<file path="config.mk">
export PLATFORM = sky130hd
export DESIGN_NAME = i2c_cond_unit
export DESIGN_NICKNAME = d
export VERILOG_FILES = /design/src/rtl/i2c_cond_pkg.sv /design/src/rtl/i2c_cond_sampler.sv /design/src/rtl/i2c_cond_detect.sv /design/src/rtl/i2c_cond_gen.sv /design/src/rtl/i2c_cond_unit.sv
export SDC_FILE = /design/constraint.sdc
export NUM_CORES = 1
export LEC_CHECK = 0
export CORE_UTILIZATION = 34
export CTS_BUF_LIST = sky130_fd_sc_hd__clkbuf_2 sky130_fd_sc_hd__clkbuf_4 sky130_fd_sc_hd__clkbuf_8
export DETAILED_ROUTE_END_ITERATION = 16
export PLACE_DENSITY = 0.65
export SKIP_LAST_GASP = 1
export SYNTH_ARGS = -nofsm -noshare
export SYNTH_HDL_FRONTEND = slang
export SYNTH_SLANG_ARGS = --single-unit
</file>
<file path="constraint.sdc">
create_clock -name clk -period 1.8 [get_ports clk]
set_input_delay 0.45 -clock clk [delete_from_list [all_inputs] [get_ports clk]]
set_output_delay 0.45 -clock clk [all_outputs]
set_load 0.01 [all_outputs]
</file>
<file path="src/rtl/i2c_cond_pkg.sv">
package i2c_cond_pkg;

  typedef enum logic [2:0] {
    PH_IDLE   = 3'd0,
    PH_RS_PRE = 3'd1,
    PH_ST_SU  = 3'd2,
    PH_ST_HD  = 3'd3,
    PH_SP_PRE = 3'd4,
    PH_SP_SU  = 3'd5,
    PH_SP_HD  = 3'd6
  } gen_phase_e;

  localparam int NUM_KINDS = 3;
  localparam logic [1:0] KIND_START  = 2'd0;
  localparam logic [1:0] KIND_RSTART = 2'd1;
  localparam logic [1:0] KIND_STOP   = 2'd2;

endpackage

</file>
<file path="src/rtl/i2c_cond_sampler.sv">
module i2c_cond_sampler (
  input  logic clk,
  input  logic rst_n,
  input  logic tick,
  input  logic div2_sel,
  output logic samp
);

  logic phase_q, phase_d;

  always_comb begin
    phase_d = phase_q;
    if (tick) phase_d = ~phase_q;
  end

  always_ff @(posedge clk or negedge rst_n) begin
    if (!rst_n) phase_q <= 1'b0;
    else        phase_q <= phase_d;
  end

  assign samp = tick & (~div2_sel | phase_q);

endmodule

</file>
<file path="src/rtl/i2c_cond_detect.sv">
module i2c_cond_detect #(
  parameter int SETUP_CNT = 4,
  parameter int HOLD_CNT  = 4
) (
  input  logic clk,
  input  logic rst_n,
  input  logic samp,
  input  logic sda_in,
  input  logic scl_in,
  output logic irq,
  output logic busy
);

  localparam int HIW = $clog2(SETUP_CNT + 1);
  localparam int HDW = $clog2(HOLD_CNT + 1);
  localparam logic [HIW-1:0] HI_MAX  = HIW'(SETUP_CNT);
  localparam logic [HDW-1:0] HD_LAST = HDW'(HOLD_CNT - 1);

  logic           prev_sda_q, prev_sda_d;
  logic [HIW-1:0] hi_q, hi_d;
  logic           armed_q, armed_d;
  logic           kind_q, kind_d;
  logic [HDW-1:0] hold_q, hold_d;
  logic           irq_q, irq_d;
  logic           busy_q, busy_d;
  logic           sda_edge;
  logic           fire;

  // An SDA change qualifies only after a saturated run of SCL-high samples.
  assign sda_edge = (sda_in != prev_sda_q) && scl_in && (hi_q == HI_MAX);

  always_comb begin
    prev_sda_d = prev_sda_q;
    hi_d       = hi_q;
    armed_d    = armed_q;
    kind_d     = kind_q;
    hold_d     = hold_q;
    fire       = 1'b0;
    if (samp) begin
      prev_sda_d = sda_in;
      if (!scl_in)              hi_d = '0;
      else if (hi_q != HI_MAX)  hi_d = hi_q + HIW'(1);
      if (sda_edge) begin
        armed_d = 1'b1;
        kind_d  = ~sda_in;
        hold_d  = '0;
      end else if (armed_q) begin
        if (!scl_in) begin
          armed_d = 1'b0;
        end else if (hold_q == HD_LAST) begin
          fire    = 1'b1;
          armed_d = 1'b0;
        end else begin
          hold_d = hold_q + HDW'(1);
        end
      end
    end
    irq_d  = fire;
    busy_d = fire ? kind_q : busy_q;
  end

  always_ff @(posedge clk or negedge rst_n) begin
    if (!rst_n) begin
      prev_sda_q <= 1'b1;
      hi_q       <= '0;
      armed_q    <= 1'b0;
      kind_q     <= 1'b0;
      hold_q     <= '0;
      irq_q      <= 1'b0;
      busy_q     <= 1'b0;
    end else begin
      prev_sda_q <= prev_sda_d;
      hi_q       <= hi_d;
      armed_q    <= armed_d;
      kind_q     <= kind_d;
      hold_q     <= hold_d;
      irq_q      <= irq_d;
      busy_q     <= busy_d;
    end
  end

  assign irq  = irq_q;
  assign busy = busy_q;

endmodule

</file>
<file path="src/rtl/i2c_cond_gen.sv">
module i2c_cond_gen
  import i2c_cond_pkg::*;
#(
  parameter int SETUP_CNT = 4,
  parameter int HOLD_CNT  = 4
) (
  input  logic                 clk,
  input  logic                 rst_n,
  input  logic                 samp,
  input  logic                 out_sel,
  input  logic [NUM_KINDS-1:0] set_req,
  output logic                 sda_lo,
  output logic                 scl_lo,
  output logic                 done,
  output logic [NUM_KINDS-1:0] pend
);

  localparam int CMAX = (SETUP_CNT > HOLD_CNT) ? SETUP_CNT : HOLD_CNT;
  localparam int CW   = $clog2(CMAX + 1);
  localparam logic [CW-1:0] SU_LAST = CW'(SETUP_CNT);
  localparam logic [CW-1:0] HD_LAST = CW'(HOLD_CNT);

  gen_phase_e           st_q, st_d;
  logic [CW-1:0]        cnt_q, cnt_d;
  logic                 sda_q, sda_d;
  logic                 scl_q, scl_d;
  logic [1:0]           kind_q, kind_d;
  logic                 done_q, done_d;
  logic [NUM_KINDS-1:0] pend_q, pend_d;
  logic [NUM_KINDS-1:0] clr;
  logic [CW-1:0]        last;

  // Hold phases last one sample beyond the hold window, other phases beyond setup.
  always_comb begin
    if (st_q == PH_ST_HD || st_q == PH_SP_HD) last = HD_LAST;
    else                                      last = SU_LAST;
  end

  always_comb begin
    st_d   = st_q;
    cnt_d  = cnt_q;
    sda_d  = sda_q;
    scl_d  = scl_q;
    kind_d = kind_q;
    done_d = 1'b0;
    clr    = '0;
    if (out_sel) begin
      if (st_q == PH_IDLE) begin
        cnt_d = '0;
        if (pend_q[KIND_STOP]) begin
          st_d = PH_SP_PRE;  kind_d = KIND_STOP;   sda_d = 1'b1; scl_d = 1'b1;
        end else if (pend_q[KIND_RSTART]) begin
          st_d = PH_RS_PRE;  kind_d = KIND_RSTART; sda_d = 1'b0; scl_d = 1'b1;
        end else if (pend_q[KIND_START]) begin
          st_d = PH_ST_SU;   kind_d = KIND_START;  sda_d = 1'b0; scl_d = 1'b0;
        end
      end else if (samp) begin
        if (cnt_q == last) begin
          cnt_d = '0;
          case (st_q)
            PH_RS_PRE: begin st_d = PH_ST_SU; sda_d = 1'b0; scl_d = 1'b0; end
            PH_ST_SU:  begin st_d = PH_ST_HD; sda_d = 1'b1; scl_d = 1'b0; end
            PH_ST_HD: begin
              st_d = PH_IDLE; sda_d = 1'b1; scl_d = 1'b1;
              done_d = 1'b1;  clr = NUM_KINDS'(1) << kind_q;
            end
            PH_SP_PRE: begin st_d = PH_SP_SU; sda_d = 1'b1; scl_d = 1'b0; end
            PH_SP_SU:  begin st_d = PH_SP_HD; sda_d = 1'b0; scl_d = 1'b0; end
            PH_SP_HD: begin
              st_d = PH_IDLE; sda_d = 1'b0; scl_d = 1'b0;
              done_d = 1'b1;  clr = NUM_KINDS'(1) << kind_q;
            end
            default: st_d = PH_IDLE;
          endcase
        end else begin
          cnt_d = cnt_q + CW'(1);
        end
      end
    end
    pend_d = (pend_q & ~clr) | set_req;
  end

  always_ff @(posedge clk or negedge rst_n) begin
    if (!rst_n) begin
      st_q   <= PH_IDLE;
      cnt_q  <= '0;
      sda_q  <= 1'b0;
      scl_q  <= 1'b0;
      kind_q <= KIND_START;
      done_q <= 1'b0;
      pend_q <= '0;
    end else begin
      st_q   <= st_d;
      cnt_q  <= cnt_d;
      sda_q  <= sda_d;
      scl_q  <= scl_d;
      kind_q <= kind_d;
      done_q <= done_d;
      pend_q <= pend_d;
    end
  end

  assign sda_lo = sda_q;
  assign scl_lo = scl_q;
  assign done   = done_q;
  assign pend   = pend_q;

endmodule

</file>
<file path="src/rtl/i2c_cond_unit.sv">
module i2c_cond_unit
  import i2c_cond_pkg::*;
#(
  parameter int SETUP_CNT = 4,
  parameter int HOLD_CNT  = 4
) (
  input  logic       clk,
  input  logic       rst_n,
  input  logic       tick,
  input  logic       div2_sel,
  input  logic       sda_in,
  input  logic       scl_in,
  input  logic       ser_sda_low,
  input  logic       ser_scl_low,
  input  logic       req_start,
  input  logic       req_rstart,
  input  logic       req_stop,
  input  logic       out_sel,
  output logic       sda_drive_low,
  output logic       scl_drive_low,
  output logic       cond_irq,
  output logic       bus_busy,
  output logic       gen_done,
  output logic [2:0] req_pend
);

  logic                 samp;
  logic                 gen_sda_lo, gen_scl_lo;
  logic [NUM_KINDS-1:0] set_req;

  assign set_req = {req_stop, req_rstart, req_start};

  i2c_cond_sampler u_sampler (
    .clk      (clk),
    .rst_n    (rst_n),
    .tick     (tick),
    .div2_sel (div2_sel),
    .samp     (samp)
  );

  i2c_cond_detect #(
    .SETUP_CNT (SETUP_CNT),
    .HOLD_CNT  (HOLD_CNT)
  ) u_detect (
    .clk    (clk),
    .rst_n  (rst_n),
    .samp   (samp),
    .sda_in (sda_in),
    .scl_in (scl_in),
    .irq    (cond_irq),
    .busy   (bus_busy)
  );

  i2c_cond_gen #(
    .SETUP_CNT (SETUP_CNT),
    .HOLD_CNT  (HOLD_CNT)
  ) u_gen (
    .clk     (clk),
    .rst_n   (rst_n),
    .samp    (samp),
    .out_sel (out_sel),
    .set_req (set_req),
    .sda_lo  (gen_sda_lo),
    .scl_lo  (gen_scl_lo),
    .done    (gen_done),
    .pend    (req_pend)
  );

  assign sda_drive_low = out_sel ? gen_sda_lo : ser_sda_low;
  assign scl_drive_low = out_sel ? gen_scl_lo : ser_scl_low;

endmodule

</file>
# --- Word level (Yosys, flattened, before mapping) ---
# Cells that the tools add are included.
word_totals:
  ff_bits: 26
op_classes:
  addsub: 3
  n_eq_ne: 14
  shifts: 1
  n_mux: 53
  bitwise: 8
  reduce_logical: 22
ops:
  columns: ["operator", "n"]
  rows:
  - ["$mux W3", 20]
  - ["$mux W1", 27]
  - ["$eq A3 B3 Y1 const B", 5]
  - ["$pmux W3 S4", 1]
  - ["$reduce_and A5 Y1", 2]
  - ["$add A3 B1 Y3 const B", 3]
  - ["$eq A3 B2 Y1 const B", 3]
  - ["$reduce_bool A3 Y1", 3]
  - ["$reduce_and A4 Y1", 2]
  - ["$reduce_bool A2 Y1", 4]
  - ["$mux W2", 3]
  - ["$reduce_and A2 Y1", 3]
  - ["$reduce_or A3 Y1", 2]
  - ["$reduce_or A5 Y1", 1]
  - ["$ne A2 B1 Y1 const B", 2]
  - ["$ne A4 B1 Y1 const B", 1]
  - ["$pmux W1 S2", 2]
  - ["$and A3 B3 Y3", 1]
  - ["$eq A3 B1 Y1 const B", 1]
  - ["$logic_not A3 Y1", 1]
  - ["$ne A3 B3 Y1 const B", 1]
  - ["$not A1 Y1", 3]
  - ["$not A3 Y3", 1]
  - ["$or A3 B3 Y3", 1]
  - ["other kinds (7)", 8]

# --- Longest topological paths before layout ---
depth:
  word_depth: 10
  ltp_mapped: 6
  ltp_nobuf: 6

# --- Cells and area by module ---
# Synthesis repeated with hierarchy kept, for this count alone.
unflattened:
  hier_cells: 131
  hier_area_um2: 1391.3
modules_own_cells:
  columns: ["mod", "instances", "cells_per_inst", "area_each_um2", "seq_area_each_um2"]
  rows:
  - ["i2c_cond_gen", 1, 74, 750.7, 350.3]
  - ["i2c_cond_detect", 1, 51, 573.0, 276.5]
  - ["i2c_cond_sampler", 1, 4, 45.0, 25.0]
  - ["i2c_cond_unit", 1, 2, 22.5, 0.0]

# --- Worst setup path after synthesis ---
# No wires, ideal clock.
synth_path:
  path_type: "input to output"
  startpoint: "input port out_sel"
  endpoint: "output port scl_drive_low"
  t_arrival_ps: 1150
  required_time_ps: 1350
  path_slack_ps: 200
  path_stages: 2
  path_buffers: 1
  cell_sequence: "clkbuf_1 -> mux2_2"
synth_via:
  elab_chain_cells: 1
synth_rtl:
  columns: ["element", "line", "source"]
  rows:
  - ["start: declaration", "i2c_cond_unit.sv:18", "input logic out_sel,"]
  - ["$mux W1", "i2c_cond_unit.sv:70", "assign scl_drive_low = out_sel ? gen_scl_lo : ser_scl_low;"]
  - ["end: declaration", "i2c_cond_unit.sv:20", "output logic scl_drive_low,"]
# Every way passes these cells.

# --- Worst setup path in the final report ---
layout_path:
  startpoint: "input port ser_sda_low"
  endpoint: "output port sda_drive_low"
layout_via:
  elab_chain_cells: 1
layout_rtl:
  columns: ["element", "line", "source"]
  rows:
  - ["start: declaration", "i2c_cond_unit.sv:13", "input logic ser_sda_low,"]
  - ["$mux W1", "i2c_cond_unit.sv:69", "assign sda_drive_low = out_sel ? gen_sda_lo : ser_sda_low;"]
  - ["end: declaration", "i2c_cond_unit.sv:19", "output logic sda_drive_low,"]
# Every way passes these cells.

==> run summary <==
GRT overflow = 0
RSZ-0062 raised after global routing = true
CTS tree = done
Hold Fails Final Rpt = 0
WP data arrival = 1.33 ns
fin crit period = 1.78 ns
Post-DRT Antenna Nets = 0
Max FO, Critical Path = 1
Die Wd = 67.3 um
CTS clk-pin slew, worst paths = 0.09 ns
setup violators final = 0
core box area = 0.00406 mm^2
Fillers = 372
number of max-cap violations = 0
Seq/Total Area, Yosys = 44.9%
Synth Area per Inst = 9.94 um^2
hold_sp = u_sampler.phase_q$_DFFE_PN0P_
Synthesis Warnings = 0
CP startpoint = ser_sda_low
outcome = complete, no violations
Synth top area share = 43.1%
HP Class = register to register
Hold-fix buffers, CTS = 0
Relative slew margins = 76.7%
Max Slew Vio Count = 0
detailed placement HPWL = 2220 um
CTS sink count = 26
row count = 23
clock skew = 0.00410 ns
FF+latch count, synth = 26
layout cells sized above 1 = 21.8%
cell taking the most area after synthesis = dfrtp_1
mapped cell area = 0.00145 mm^2
Num CTS Buffers = 3
DRC viols = 0
CP required = 1.35 ns
gpl congestion = 0.764
flop2flop setup slack = 0.17 ns
Initial DRC Count = 58
Fmax achieved = 563 MHz
Area Growth Syn to Fin = 27.9%
first-pass GRT wire length = 5250 um
antenna violations before repair = 0
vias in the first global route = 1182
Power per Cell Area = 986 mW/mm^2
Port Buffers = 19
endpoint class of the critical path = output pin
worst slew pin tran = 0.347 ns
die area = 0.00453 mm^2
Total GRT Usage = 15.0%
clock latency on the worst-skew pair = 0.27 ns
Async SR Flop Fraction = 100%
EDFF count, synth = 0
Starting Density = 35.8%
first drt pass iteration count = 4
Bufs on Longest Clock Path = 2
via/cell ratio = 5.08
H-tree Lvls = 1
ys flop type = dfrtp_1
Pwr Total = 1.83 mW
WL final = 2940 um
Die Ht = 67.3 um
Final nets = 198
Syn Inst Count = 146
Reg2Reg Depth = 6
syn_nets = 164
post-DR wirelength/cell = 12.8 um
TNS Setup = 0 ns
CP Class = primary input to output pin
CTS Root Cell = clkbuf_8
via count = 1163
RR Startpoint = u_detect.hi_q[1]$_DFFE_PN0P_
Synth area leaders = dfrtp_1 (43%), ha_1 (5.2%), mux2_2 (3.9%)
leakage = 0.866 nW
I/O pin total = 20
VDD IR max = 0.355 mV
unique cell type count in the Yosys netlist = 43
Hold Path Stages = 1
Final period util = 98.6%
Worst Setup Start Kind = primary input
antenna cells = 0
largest net degree at the start of global routing = 27
worst paths after layout:
check,to
max,sda_drive_low
min,u_sampler.phase_q$_DFFE_PN0P_
max reg2reg,u_detect.busy$_DFFE_PN0P_
min reg2reg,u_sampler.phase_q$_DFFE_PN0P_
max in group asynchronous,u_detect.prev_sda_q$_DFFE_PN1N_
min in group asynchronous,u_gen.sda_lo$_DFFE_PN0P_
power by group:
part	internal [mW]	total [mW]	switching, mW	leakage (nW)
clock	0.195	0.382	0.186	0.0288
sequential	0.734	0.872	0.138	0.316
combinational	0.303	0.577	0.274	0.522
layout by cell type (no fill, tap or decap), types with 5 or more instances in the layout:
master and n:
nand2_1 15, a21oi_1 5, inv_1 12, clkdlybuf4s50_1 16
buf_4 18, mux2_2 5, o21ai_0 11, nor2_1 6
ha_1 6, dfrtp_1 22, nand3_1 6
per-stage QoR:
step | util [%] | cell area, um^2 | hold WS, ns | instances | worst slack [ns]
2_1_floorplan | - | 1450 | 0.154 | 146 | 0.200
3_3_place_gp | 43.8 | 1780 | 0.449 | 223 | -0.469
3_5_place_dp | 43.8 | 1780 | 0.455 | 223 | -0.453
4_1_cts | 45.2 | 1830 | 0.472 | 227 | -0.0321
5_1_grt | 45.8 | 1860 | 0.490 | 229 | -0.0116
6_report | 45.8 | 1860 | 0.464 | 229 | 0.0250
synth_stat cells (all sizes together), types with 2 or more instances:
master and count:
mux2 5, nand3b 2, o211a 2, nand2 15, xor2 2, nand3 6, a22o 4, a41oi 3
o21ai 11, inv 12, o31ai 2, ha 6, nor3 3, nand4b 2, dfrtp 25, and2 3
a21o 4, buf 7, a21oi 5, nor2 8
final cells by class:
| cell class | count | area [um^2] | share of cell area [%] |
|---|---|---|---|
| Clock buffer | 4 | 55.1 | 2.96 |
| Inverter | 12 | 45.0 | 2.43 |
| Multi-Input combinational cell | 100 | 719 | 38.7 |
| Sequential cell | 26 | 656 | 35.3 |
| Tap cell | 50 | 62.6 | 3.37 |
| Timing Repair Buffer | 37 | 319 | 17.2 |
worst max-delay path: stages:
cell             delay (ns)
clkdlybuf4s50_1        0.39
mux2_2                 0.25
clkdlybuf4s15_1        0.23
registers in the layout (all words and copies together) (netlist names):
register,flops
u_detect.irq,1
u_gen.cnt_q,3
u_detect.hi_q,3
u_sampler.phase_q,1
u_detect.kind_q,1
u_detect.hold_q,3
u_gen.pend,3
u_gen.scl_lo,1
u_detect.prev_sda_q,1
u_gen.sda_lo,1
u_gen.st_q,3
u_detect.armed_q,1
u_detect.busy,1
u_gen.done,1
u_gen.kind_q,2
logic make-up after synthesis:
logic type / synth area share [%]
and+or+nand+nor: 17.9
xor gates and xnor gates: 1.81
muxes: 4.57
buffers and inverters: 6.21
adders and majority gates: 5.17
DFF: 44.9
AOI/OAI and AO/OA: 19.4
metal layers:
metal	share of wire, %	track usage, %	vias to the layer above
li1	-	-	587
met1	47	19.5	559
met2	50	25.4	15
met3	1.6	1.01	2
met4	1.3	6.91	0
met5	0	0	-
what timing repair did:
item                       in CTS  in global routing
setup endpoints to repair       4                  4
pin swaps                       0                  1
cloned                          0                  0
setup buffers                   0                  2
resized for setup               6                  5
(Power assumes the default switching activity.)
